File: src/rtl/tmr_cmp_pkg.sv
// Package: shared constants for the timer compare-output unit.
// Assumes a 6-bit register address and byte-wide data; compare registers
// start at CMP_BASE, two bytes per channel.
package tmr_cmp_pkg;

    localparam int DATA_W = 8;
    localparam int ADDR_W = 6;

    localparam logic [ADDR_W-1:0] A_CNT_HI  = 6'h00;
    localparam logic [ADDR_W-1:0] A_CNT_LO  = 6'h01;
    localparam logic [ADDR_W-1:0] A_ACT_HI  = 6'h02;
    localparam logic [ADDR_W-1:0] A_ACT_LO  = 6'h03;
    localparam logic [ADDR_W-1:0] A_CHFLG   = 6'h04;
    localparam logic [ADDR_W-1:0] A_OVFLG   = 6'h05;
    localparam logic [ADDR_W-1:0] A_CFG     = 6'h06;
    localparam logic [ADDR_W-1:0] A_PDATA   = 6'h07;
    localparam logic [ADDR_W-1:0] A_PDIR    = 6'h08;
    localparam logic [ADDR_W-1:0] A_CMP_BASE = 6'h10;

    // Bit position of the overflow flag inside its register.
    localparam int OVF_BIT = 7;

    typedef enum logic [1:0] {
        ACT_OFF  = 2'b00,
        ACT_TOG  = 2'b01,
        ACT_LOW  = 2'b10,
        ACT_HIGH = 2'b11
    } oc_act_e;

endpackage

File: src/rtl/tmr_free_counter.sv
// Module: free-running up-counter for the compare unit.
// Steps by one on each clock with tick high and wraps silently.
// Provides the next count value so compare logic can detect the value
// the counter is about to take, plus a wrap strobe for the overflow flag.
module tmr_free_counter #(
    parameter int CW = 16
) (
    input  logic          clk,
    input  logic          rst_n,
    input  logic          tick,
    output logic [CW-1:0] cnt_q,
    output logic [CW-1:0] cnt_nxt,
    output logic          wrap
);

    localparam logic [CW-1:0] CNT_ONE = {{(CW-1){1'b0}}, 1'b1};
    localparam logic [CW-1:0] CNT_MAX = {CW{1'b1}};

    // Next value and wrap detection.
    assign cnt_nxt = cnt_q + CNT_ONE;
    assign wrap    = tick && (cnt_q == CNT_MAX);

    // Counter register.
    always_ff @(posedge clk) begin
        if (!rst_n) begin
            cnt_q <= '0;
        end else if (tick) begin
            cnt_q <= cnt_nxt;
        end
    end

endmodule

File: src/rtl/tmr_oc_channel.sv
// Module: one output-compare channel.
// Holds the compare value (written as two bytes), the compare flag and the
// output latch, and muxes the pin between compare logic and the port
// registers. Assumes CW == 2*DW. A match sets the flag even when the
// channel is disconnected; setting wins over a same-cycle clear.
module tmr_oc_channel
    import tmr_cmp_pkg::*;
#(
    parameter int CW = 16,
    parameter int DW = 8
) (
    input  logic          clk,
    input  logic          rst_n,
    input  logic          tick,
    input  logic [CW-1:0] cnt_nxt,
    input  logic          cmp_wr_hi,
    input  logic          cmp_wr_lo,
    input  logic [DW-1:0] wdata,
    input  logic [1:0]    act,
    input  logic          flag_clr,
    input  logic          port_d,
    input  logic          port_dir,
    output logic [CW-1:0] cmp_q,
    output logic          flag_q,
    output logic          latch_q,
    output logic          pin_o,
    output logic          pin_e
);

    logic    hit;
    logic    connected;
    oc_act_e act_e;

    // Match on the edge at which the counter steps onto the compare value.
    assign hit       = tick && (cnt_nxt == cmp_q);
    assign act_e     = oc_act_e'(act);
    assign connected = (act_e != ACT_OFF);

    // Compare value, written a byte at a time.
    always_ff @(posedge clk) begin
        if (!rst_n) begin
            cmp_q <= '0;
        end else begin
            if (cmp_wr_hi) cmp_q[CW-1:DW] <= wdata;
            if (cmp_wr_lo) cmp_q[DW-1:0]  <= wdata;
        end
    end

    // Compare flag: set has priority over clear.
    always_ff @(posedge clk) begin
        if (!rst_n) begin
            flag_q <= 1'b0;
        end else if (hit) begin
            flag_q <= 1'b1;
        end else if (flag_clr) begin
            flag_q <= 1'b0;
        end
    end

    // Output latch: apply the programmed action on a match.
    always_ff @(posedge clk) begin
        if (!rst_n) begin
            latch_q <= 1'b0;
        end else if (hit) begin
            unique case (act_e)
                ACT_TOG:  latch_q <= ~latch_q;
                ACT_LOW:  latch_q <= 1'b0;
                ACT_HIGH: latch_q <= 1'b1;
                default:  latch_q <= latch_q;
            endcase
        end
    end

    // Pin ownership: compare logic overrides the port registers when active.
    assign pin_o = connected ? latch_q : port_d;
    assign pin_e = connected | port_dir;

endmodule

File: src/rtl/tmr_bus_regs.sv
// Module: register bus front end of the compare unit.
// Decodes the byte bus, holds the action codes, port data/direction,
// fast-clear mode bit and overflow flag, builds per-channel strobes
// and flag-clear requests, and drives the combinational read mux.
// Assumes NCH <= 8 so that action codes fit in two byte registers.
module tmr_bus_regs
    import tmr_cmp_pkg::*;
#(
    parameter int NCH = 8,
    parameter int CW  = 16,
    parameter int DW  = 8,
    parameter int AW  = 6
) (
    input  logic               clk,
    input  logic               rst_n,
    input  logic [AW-1:0]      addr,
    input  logic               rd,
    input  logic               wr,
    input  logic [DW-1:0]      wdata,
    input  logic [CW-1:0]      cnt_q,
    input  logic               wrap,
    input  logic [NCH-1:0]     ch_flag,
    input  logic [NCH*CW-1:0]  cmp_bus,
    output logic [2*NCH-1:0]   act_code,
    output logic [NCH-1:0]     pdata,
    output logic [NCH-1:0]     pdir,
    output logic [NCH-1:0]     cmp_wr_hi,
    output logic [NCH-1:0]     cmp_wr_lo,
    output logic [NCH-1:0]     flag_clr,
    output logic               ovf_flag,
    output logic [DW-1:0]      rdata
);

    localparam int ACT_W = 2 * NCH;

    logic [DW-1:0] act_hi_q;
    logic [DW-1:0] act_lo_q;
    logic          fast_q;
    logic          cnt_access;
    logic          ovf_clr;
    logic [2*DW-1:0] act_all;

    // Access decode for the counter bytes (read or write).
    assign cnt_access = (rd || wr) && ((addr == A_CNT_HI) || (addr == A_CNT_LO));

    // Overflow clear: write-one or fast-clear counter access.
    assign ovf_clr = (wr && (addr == A_OVFLG) && wdata[OVF_BIT])
                   || (fast_q && cnt_access);

    assign act_all  = {act_hi_q, act_lo_q};
    assign act_code = act_all[ACT_W-1:0];

    // Per-channel compare write strobes and flag-clear requests.
    for (genvar n = 0; n < NCH; n++) begin : g_chdec
        localparam logic [AW-1:0] A_HI = A_CMP_BASE + AW'(2 * n);
        localparam logic [AW-1:0] A_LO = A_CMP_BASE + AW'(2 * n + 1);
        assign cmp_wr_hi[n] = wr && (addr == A_HI);
        assign cmp_wr_lo[n] = wr && (addr == A_LO);
        assign flag_clr[n]  = (wr && (addr == A_CHFLG) && wdata[n])
                            || (fast_q && (cmp_wr_hi[n] || cmp_wr_lo[n]));
    end

    // Control and port registers.
    always_ff @(posedge clk) begin
        if (!rst_n) begin
            act_hi_q <= '0;
            act_lo_q <= '0;
            pdata    <= '0;
            pdir     <= '0;
            fast_q   <= 1'b0;
        end else if (wr) begin
            if (addr == A_ACT_HI) act_hi_q <= wdata;
            if (addr == A_ACT_LO) act_lo_q <= wdata;
            if (addr == A_PDATA)  pdata    <= wdata[NCH-1:0];
            if (addr == A_PDIR)   pdir     <= wdata[NCH-1:0];
            if (addr == A_CFG)    fast_q   <= wdata[0];
        end
    end

    // Overflow flag: wrap has priority over clear.
    always_ff @(posedge clk) begin
        if (!rst_n) begin
            ovf_flag <= 1'b0;
        end else if (wrap) begin
            ovf_flag <= 1'b1;
        end else if (ovf_clr) begin
            ovf_flag <= 1'b0;
        end
    end

    // Read mux, combinational on the address.
    always_comb begin
        rdata = '0;
        unique case (addr)
            A_CNT_HI: rdata = cnt_q[CW-1:DW];
            A_CNT_LO: rdata = cnt_q[DW-1:0];
            A_ACT_HI: rdata = act_hi_q;
            A_ACT_LO: rdata = act_lo_q;
            A_CHFLG:  rdata = DW'(ch_flag);
            A_OVFLG:  rdata[OVF_BIT] = ovf_flag;
            A_CFG:    rdata[0] = fast_q;
            A_PDATA:  rdata = DW'(pdata);
            A_PDIR:   rdata = DW'(pdir);
            default: begin
                for (int n = 0; n < NCH; n++) begin
                    if (addr == A_CMP_BASE + AW'(2 * n))
                        rdata = cmp_bus[n*CW + DW +: DW];
                    if (addr == A_CMP_BASE + AW'(2 * n + 1))
                        rdata = cmp_bus[n*CW +: DW];
                end
            end
        endcase
    end

endmodule

File: src/rtl/tmr_cmp_unit.sv
// Module: top of the timer compare-output unit.
// Ties the counter, the register front end and NCH compare channels
// together. Assumes NCH <= 8 and CW == 2*DW (byte-split counter and
// compare registers).
module tmr_cmp_unit
    import tmr_cmp_pkg::*;
#(
    parameter int NCH = 8,
    parameter int CW  = 16
) (
    input  logic              clk,
    input  logic              rst_n,
    input  logic              tick,
    input  logic [ADDR_W-1:0] bus_addr,
    input  logic              bus_rd,
    input  logic              bus_wr,
    input  logic [DATA_W-1:0] bus_wdata,
    output logic [DATA_W-1:0] bus_rdata,
    output logic [NCH-1:0]    pin_out,
    output logic [NCH-1:0]    pin_oe
);

    logic [CW-1:0]      cnt_q;
    logic [CW-1:0]      cnt_nxt;
    logic               wrap;
    logic [2*NCH-1:0]   act_code;
    logic [NCH-1:0]     pdata;
    logic [NCH-1:0]     pdir;
    logic [NCH-1:0]     cmp_wr_hi;
    logic [NCH-1:0]     cmp_wr_lo;
    logic [NCH-1:0]     flag_clr;
    logic [NCH-1:0]     ch_flag;
    logic [NCH-1:0]     oc_latch;
    logic [NCH*CW-1:0]  cmp_bus;
    logic               ovf_flag;

    // Free-running counter.
    tmr_free_counter #(.CW(CW)) u_cnt (
        .clk     (clk),
        .rst_n   (rst_n),
        .tick    (tick),
        .cnt_q   (cnt_q),
        .cnt_nxt (cnt_nxt),
        .wrap    (wrap)
    );

    // Register bus front end.
    tmr_bus_regs #(.NCH(NCH), .CW(CW), .DW(DATA_W), .AW(ADDR_W)) u_regs (
        .clk       (clk),
        .rst_n     (rst_n),
        .addr      (bus_addr),
        .rd        (bus_rd),
        .wr        (bus_wr),
        .wdata     (bus_wdata),
        .cnt_q     (cnt_q),
        .wrap      (wrap),
        .ch_flag   (ch_flag),
        .cmp_bus   (cmp_bus),
        .act_code  (act_code),
        .pdata     (pdata),
        .pdir      (pdir),
        .cmp_wr_hi (cmp_wr_hi),
        .cmp_wr_lo (cmp_wr_lo),
        .flag_clr  (flag_clr),
        .ovf_flag  (ovf_flag),
        .rdata     (bus_rdata)
    );

    // One compare channel per pin.
    for (genvar n = 0; n < NCH; n++) begin : g_ch
        tmr_oc_channel #(.CW(CW), .DW(DATA_W)) u_ch (
            .clk       (clk),
            .rst_n     (rst_n),
            .tick      (tick),
            .cnt_nxt   (cnt_nxt),
            .cmp_wr_hi (cmp_wr_hi[n]),
            .cmp_wr_lo (cmp_wr_lo[n]),
            .wdata     (bus_wdata),
            .act       (act_code[2*n +: 2]),
            .flag_clr  (flag_clr[n]),
            .port_d    (pdata[n]),
            .port_dir  (pdir[n]),
            .cmp_q     (cmp_bus[n*CW +: CW]),
            .flag_q    (ch_flag[n]),
            .latch_q   (oc_latch[n]),
            .pin_o     (pin_out[n]),
            .pin_e     (pin_oe[n])
        );
    end

endmodule

File: config.mk
export PLATFORM = sky130hd
export DESIGN_NAME = tmr_cmp_unit
export DESIGN_NICKNAME = d
export VERILOG_FILES = /design/src/rtl/tmr_cmp_pkg.sv /design/src/rtl/tmr_free_counter.sv /design/src/rtl/tmr_oc_channel.sv /design/src/rtl/tmr_bus_regs.sv /design/src/rtl/tmr_cmp_unit.sv
export SDC_FILE = /design/constraint.sdc
export NUM_CORES = 1
export LEC_CHECK = 0
export BUFFER_PORTS_ARGS = -buffer_cell sky130_fd_sc_hd__buf_4
export CORE_MARGIN = 5
export CORE_UTILIZATION = 25
export DETAILED_ROUTE_END_ITERATION = 10
export GPL_ROUTABILITY_DRIVEN = 0
export GPL_TIMING_DRIVEN = 0
export MAX_ROUTING_LAYER = met4
export PLACE_DENSITY = 0.45
export SLEW_MARGIN = 5
export SYNTH_ARGS = -nofsm -noshare
export SYNTH_HDL_FRONTEND = slang
export SYNTH_SLANG_ARGS = --single-unit
File: constraint.sdc
create_clock -name clk -period 2.65 [get_ports clk]
set_input_delay 0.1325 -clock clk [delete_from_list [all_inputs] [get_ports clk]]
set_output_delay 0.1325 -clock clk [all_outputs]
set_load 0.1 [all_outputs]
**Word level (Yosys, flattened, before mapping)**

Index checks and enable logic that the tools add are counted.

- Input bits: 19
- Word-level logic and storage cells: 271
- Memory bits (read-only): 0
- Flip-flop bits (word level): 194
- Output and inout port bits: 24
- Memories: 0
- Bits in latches: 0
- Memory bits (writable): 0

- Add/sub/neg operators: 1
- Reductions and logical operators: 105
- Bitwise logic cells: 16
- Equal/unequal tests: 57
- Multiplexer cells: 53
- Order comparisons: 0
- Div/mod/pow operators: 0
- Multiply operators: 0
- Shift operators: 0

Operators by type and width:

| operator | count |
|---|---|
| equality test 16 bit | 8 |
| 2-to-1 mux 8 bit | 16 |
| equality test 6 x 5 -> 1 bit, second input constant | 16 |
| case mux 6 bit (8 select lines) | 1 |
| logical AND 1 bit | 46 |
| nonzero test 2 bit | 17 |
| equality test 2 bit, second input constant | 16 |
| 2-to-1 mux 1 bit | 26 |
| AND reduction 2 bit | 13 |
| equality test 6 x 3 -> 1 bit, second input constant | 4 |
| case mux 1 bit (3 select lines) | 8 |
| nonzero test 3 bit | 8 |
| logical OR 1 bit | 19 |
| case mux 1 bit (9 select lines) | 2 |
| adder 16 x 1 -> 16 bit, second input constant | 1 |
| equality test 16 bit, second input constant | 1 |
| equality test 2 x 1 -> 1 bit, second input constant | 8 |
| equality test 6 x 2 -> 1 bit, second input constant | 2 |
| inverter 1 bit | 8 |
| OR 1 bit | 8 |
| equality test 6 x 1 -> 1 bit, second input constant | 1 |
| equality test 6 x 4 -> 1 bit, second input constant | 1 |
| logical NOT 6 bit | 1 |
| OR reduction 2 bit | 1 |

**Logic depth before layout (Yosys ltp)**

- Depth after elaboration: 18
- Depth in mapped cells: 11
- Gate-level depth less buffers: 8

**By module**

Synthesis repeated with hierarchy kept, for this count alone.

- Cells, all modules: 1284
- Area, all modules: 11592.4 sq um

By module, submodules not included:

| module | instances | cells each | sequential area each (sq um) | area each (sq um) |
|---|---|---|---|---|
| tmr_oc_channel | 8 | 87 | 360.3 | 882.1 |
| tmr_bus_regs | 1 | 470 | 680.7 | 3568.4 |
| tmr_free_counter | 1 | 118 | 320.3 | 967.2 |

**Worst setup path before layout**

No wires, ideal clock.

- Path kind: in2out
- Start point: input bus_addr[0]
- End point: output bus_rdata[6]
- Buffers on the path: 4
- Arrival: 4.069 ns
- Stages: 10
- Setup slack: -1.551 ns
- Required time: 2.518 ns
- Path through: clkbuf_1 buf_1 buf_1 buf_2 nor2_1 a21oi_1 o22ai_1 nand2_1 o311ai_0 o21ai_0

- Word-level cells in the longest chain between the ends: 18
- Elaborated cells between the ends (all ways): 43
- Those cells by class: eq/ne (24); mux (17); reduce/logical (2)

RTL lines:

| what | RTL line | text |
|---|---|---|
| from (decl) | tmr_cmp_unit.sv:14 | `input logic [ADDR_W-1:0] bus_addr,` |
| equality test 6 x 5 -> 1 bit | tmr_bus_regs.sv:106 | `if (addr == A_CMP_BASE + AW'(2 * n))` |
| 2-to-1 mux 8 bit | tmr_bus_regs.sv:106 |  |
| 2-to-1 mux 8 bit | tmr_bus_regs.sv:108 | `if (addr == A_CMP_BASE + AW'(2 * n + 1))` |
| 2-to-1 mux 8 bit | tmr_bus_regs.sv:106 |  |
| 2-to-1 mux 8 bit | tmr_bus_regs.sv:108 |  |
| 2-to-1 mux 8 bit | tmr_bus_regs.sv:106 |  |
| 2-to-1 mux 8 bit | tmr_bus_regs.sv:108 |  |
| 2-to-1 mux 8 bit | tmr_bus_regs.sv:106 |  |
| [2 not listed] | - |  |
| 2-to-1 mux 8 bit | tmr_bus_regs.sv:108 |  |
| 2-to-1 mux 8 bit | tmr_bus_regs.sv:106 |  |
| 2-to-1 mux 8 bit | tmr_bus_regs.sv:108 |  |
| 2-to-1 mux 8 bit | tmr_bus_regs.sv:106 |  |
| 2-to-1 mux 8 bit | tmr_bus_regs.sv:108 |  |
| 2-to-1 mux 8 bit | tmr_bus_regs.sv:106 |  |
| 2-to-1 mux 8 bit | tmr_bus_regs.sv:108 |  |
| case mux 6 bit (8 select lines) (*) | tmr_bus_regs.sv:94 | `unique case (addr)` |
| to (decl) | tmr_cmp_unit.sv:18 | `output logic [DATA_W-1:0] bus_rdata,` |

Every way passes the cells marked *; elsewhere a longest branch is shown, timed or not.

**Worst setup path after layout**

- Start point: register u_cnt.cnt_q[5]
- End point: register g_ch[7].u_ch.latch_q

- Word-level cells in the longest chain between the ends: 4

RTL lines:

| what | RTL line | text |
|---|---|---|
| from (decl) | tmr_free_counter.sv:11 | `output logic [CW-1:0] cnt_q,` |
| from (signal assigned) | tmr_free_counter.sv:28 | `cnt_q <= cnt_nxt;` |
| adder 16 x 1 -> 16 bit | tmr_free_counter.sv:20 | `assign cnt_nxt = cnt_q + CNT_ONE;` |
| equality test 16 bit | tmr_oc_channel.sv:35 | `assign hit = tick && (cnt_nxt == cmp_q);` |
| logical AND 1 bit | tmr_oc_channel.sv:35 |  |
| AND reduction 2 bit (no source line) | - |  |
| to (signal assigned) | tmr_oc_channel.sv:66 | `ACT_TOG: latch_q <= ~latch_q;` |
| to (signal assigned) | tmr_oc_channel.sv:69 | `default: latch_q <= latch_q;` |
| to (decl) | tmr_oc_channel.sv:25 | `output logic latch_q,` |

Every way passes these cells.
A chain may end at the register's enable or synchronous reset.

==> key figures <==
STA
  – Slew Limit Fails: 0
  – Slew margin rel.: 19.2%
  – FMAX: between 300 and 400 MHz
  – RSZ-0062 raised after global routing: true
  – Setup-failing EPs final: 7
  – Worst Max-Slew Pin Slew: 1.21 ns
  – Final hold viol count: 0
  – Final WS setup: -0.103 ns
  – Final Cycle Share: 104%
  – Clock Skew: 0.0163 ns
  – Tmin final: ~2.8 ns

Hold path
  – Worst Hold Launch: bus_wdata[7]
  – Worst Hold Class: in -> reg

Clock network
  – Clock sinks: 194
  – Root Driver: clkbuf_16
  – Clock latency at the later pin of the worst-skew pair: 0.51 ns
  – H-tree Lvls: 4
  – Clock slew at reported path FFs: approximately 0.08 ns
  – Num CTS Buffers: 17
  – CTS tree: yes
  – CTS max path bufs: 2

Critical path
  – Cells along the critical path: nand4_4 -> or4_4 -> and2_1 -> buf_6 -> xnor2_1 -> or4_4 -> or3_1 -> nand3_1
  – Required @ worst endpoint: 3.09 ns
  – Crit. End Element: flop
  – WP data arrival: ~3.2 ns
  – First element of the critical path: u_cnt.cnt_q[5]
  – CP bufs+invs: 1
  – CP max FO: 8
  – Crit-path slowest cell: or4_4
  – Reg2reg start: u_cnt.cnt_q[5]
  – CP Launch Type: flop
  – Critical path type: reg -> reg
  – Largest delay share family, worst path: simple AND/OR/NAND/NOR gates
  – Most used cell, CP: or4_4
  – Peak per-stage delay on the critical path: 0.58 ns

Power
  – Pwr per Cell Area: 389 nW/um^2
  – VDD IR max: 0.427 mV
  – Pwr Total: 6.64 mW
  – Leakage: around 5.9 nW

Die
  – Die Height: 240 um
  – Core box area: ~52,000 um^2
  – Initial Utilization: around 25%
  – Die ar.: between 50,000 and 60,000 um^2
  – I/O pin count: 43
  – Die X: between 200 and 250 um
  – Num rows: 84

Global route
  – Vias in the first global route: 13,314
  – First-pass GRT wire length: 98,300 um
  – Tot GR Track Use: 24.6%
  – GRT overflow: 0
  – Initial antenna violation count: 4
  – Pin count of the biggest net entering global routing: 20

Synthesis
  – Synth Warn #: 0
  – Async S/R FF share, synth: 0%
  – Post-synth EDFFs: 0
  – Syn Nets: 1,656
  – Avg Cell Area, Syn: 8.08 um^2
  – Mapped Cells: 1,636
  – Synth cell count leaders: 343 x nand2_1, 194 x dfxtp_1, 144 x a21boi_0
  – Synth Register Bits: about 190
  – Count leader, synth: nand2_1
  – Synthesized area: 13,200 um^2
  – Netlist cell types: 92
  – Synth area leader: dfxtp_1
  – Top_reg_cell synth: dfxtp_1
  – Top cells by area, synth: dfxtp_1 29%, nand2_1 9.7%, a21boi_0 8.2%
  – Post-synth top area share: between 20% and 30%
  – Sequential share of the synthesized area: 29.4%

Routing
  – DR WL/cell: 28.4 um
  – Post-Route WL: 70,500 um
  – Drt initial violations: 1,980
  – DRT Pass-1 Iters: 8
  – Drc violations: 0
  – Number of routed nets with antenna violations: 0
  – Vias/cell: 5.79
  – Vias: about 14,000

Status
  – Status: complete, but fails checks
  – Failing checks: setup timing

Placed design
  – DP HPWL: 52,800 um
  – Port buffer count: 40
  – Cell count after placement: 2,364

Final layout
  – Ratio of cells with drive above 1 in the final layout: 22.4%
  – Area grow syn2layout: 29.2%
  – Final Non-Filler Cells: 2,478
  – # nets final: 1,796

Run
  – Max cap viols: 0
logic make-up (layout without fill, tap and decap cells):
family | Yosys count | in the layout | share of synthesized area [%]
and+or+nand+nor | 700 | 700 | 26.3
AOI/OAI and AO/OA | 390 | 390 | 21.4
DFF | 194 | 194 | 29.4
buffers and inverters | 158 | 311 | 5.21
xor gates and xnor gates | 116 | 116 | 11.0
muxes | 77 | 77 | 6.65
adders and majority gates | 1 | 1 | 0.0947
other | 0 | 1 | 0
cell type report:
| class | instances | area (um^2) |
|---|---|---|
| diodes | 1 | 2.50 |
| plain buffers | 132 | 903 |
| clock buffers | 17 | 425 |
| clock inverters | 15 | 170 |
| fillers | 5472 | 35400 |
| inverters | 18 | 71.3 |
| multi-input cells | 1284 | 9600 |
| flip-flops and latches | 194 | 3930 |
| well taps | 688 | 861 |
| repair buffers | 129 | 1100 |
sequential cells by signal (all words and copies together), names as in the netlist:
signal,flops
g_ch.u_ch.cmp_q,128
u_regs.act_hi_q,8
g_ch.u_ch.flag_q,8
g_ch.u_ch.latch_q,8
u_regs.fast_q,1
u_regs.pdir,8
u_regs.act_lo_q,8
u_regs.ovf_flag,1
u_regs.pdata,8
u_cnt.cnt_q,16
what timing repair did:
item,4_1_cts,5_1_grt
endpoints found under the setup margin,27,21
pin swaps,43,30
gates resized for setup,190,76
gates cloned,0,0
setup buffers,61,22
hold buffers,6,0
endpoints found under the hold margin,7,0
cells in the final DEF (no fill, tap or decap), drive strengths merged, types with 7 or more instances in the layout:
cell,instances
nand2,343
nor2b,40
inv,24
o221ai,10
buf,166
or3,14
o32ai,7
xnor2,60
o22ai,7
mux2i,54
nand4,28
nand3b,7
and3,14
o211ai,10
a221oi,10
mux4,7
nor2,68
or4,8
o21ai,58
o2111ai,15
nand3,75
xnor3,30
clkbuf,106
and2,18
a21boi,145
nand2b,16
xor2,26
a32oi,9
nor4,23
nor3,18
a21oi,47
mux2,16
dfxtp,194
layer usage:
metal	part of all wire (%)	GRT usage, %	vias up
met5	0	-	-
met4	6.4	12.9	0
met3	11	5.99	256
met2	42	35.0	962
met1	41	32.2	7007
li1	-	-	6121
final timing paths:
check | end | slack (ns) | cells after the start
max reg2reg | g_ch[7].u_ch.latch_q | -0.10 | 8
min reg2reg | g_ch[4].u_ch.flag_q | 0.48 | 2
max | g_ch[7].u_ch.latch_q | -0.10 | 8
min | g_ch[7].u_ch.flag_q | 0.09 | 4
tightest hold or removal path, delay by kind of cell:
kind	cells	cell delay, ns
buffers and inverters	1	0.13
AND/OR/NAND/NOR	2	0.20
AO/OA/AOI/OAI	1	0.10
power breakdown:
group | total [mW] | internal, mW | switching [mW]
logic | 0.948 | 0.321 | 0.627
registers | 2.96 | 2.93 | 0.0346
clock network | 2.73 | 1.34 | 1.38
total | 6.64 | 4.59 | 2.05
stage by stage:
step | cell area [um^2] | hold WS [ns] | setup TNS (ns) | worst slack [ns] | utilization [%]
after global routing | 17100 | 0.103 | -0.651 | -0.165 | 32.5
after global placement | 14600 | 0.413 | -32.65 | -1.70 | 27.9
after floorplan | 13500 | 0.302 | -0.250 | -0.187 | -
after detailed placement | 14600 | 0.417 | -30.88 | -1.46 | 27.9
after CTS | 16600 | 0.0411 | -0.489 | -0.149 | 31.7
final | 17100 | 0.0870 | -0.353 | -0.103 | 32.5
Power figures use the tool's default switching activity.
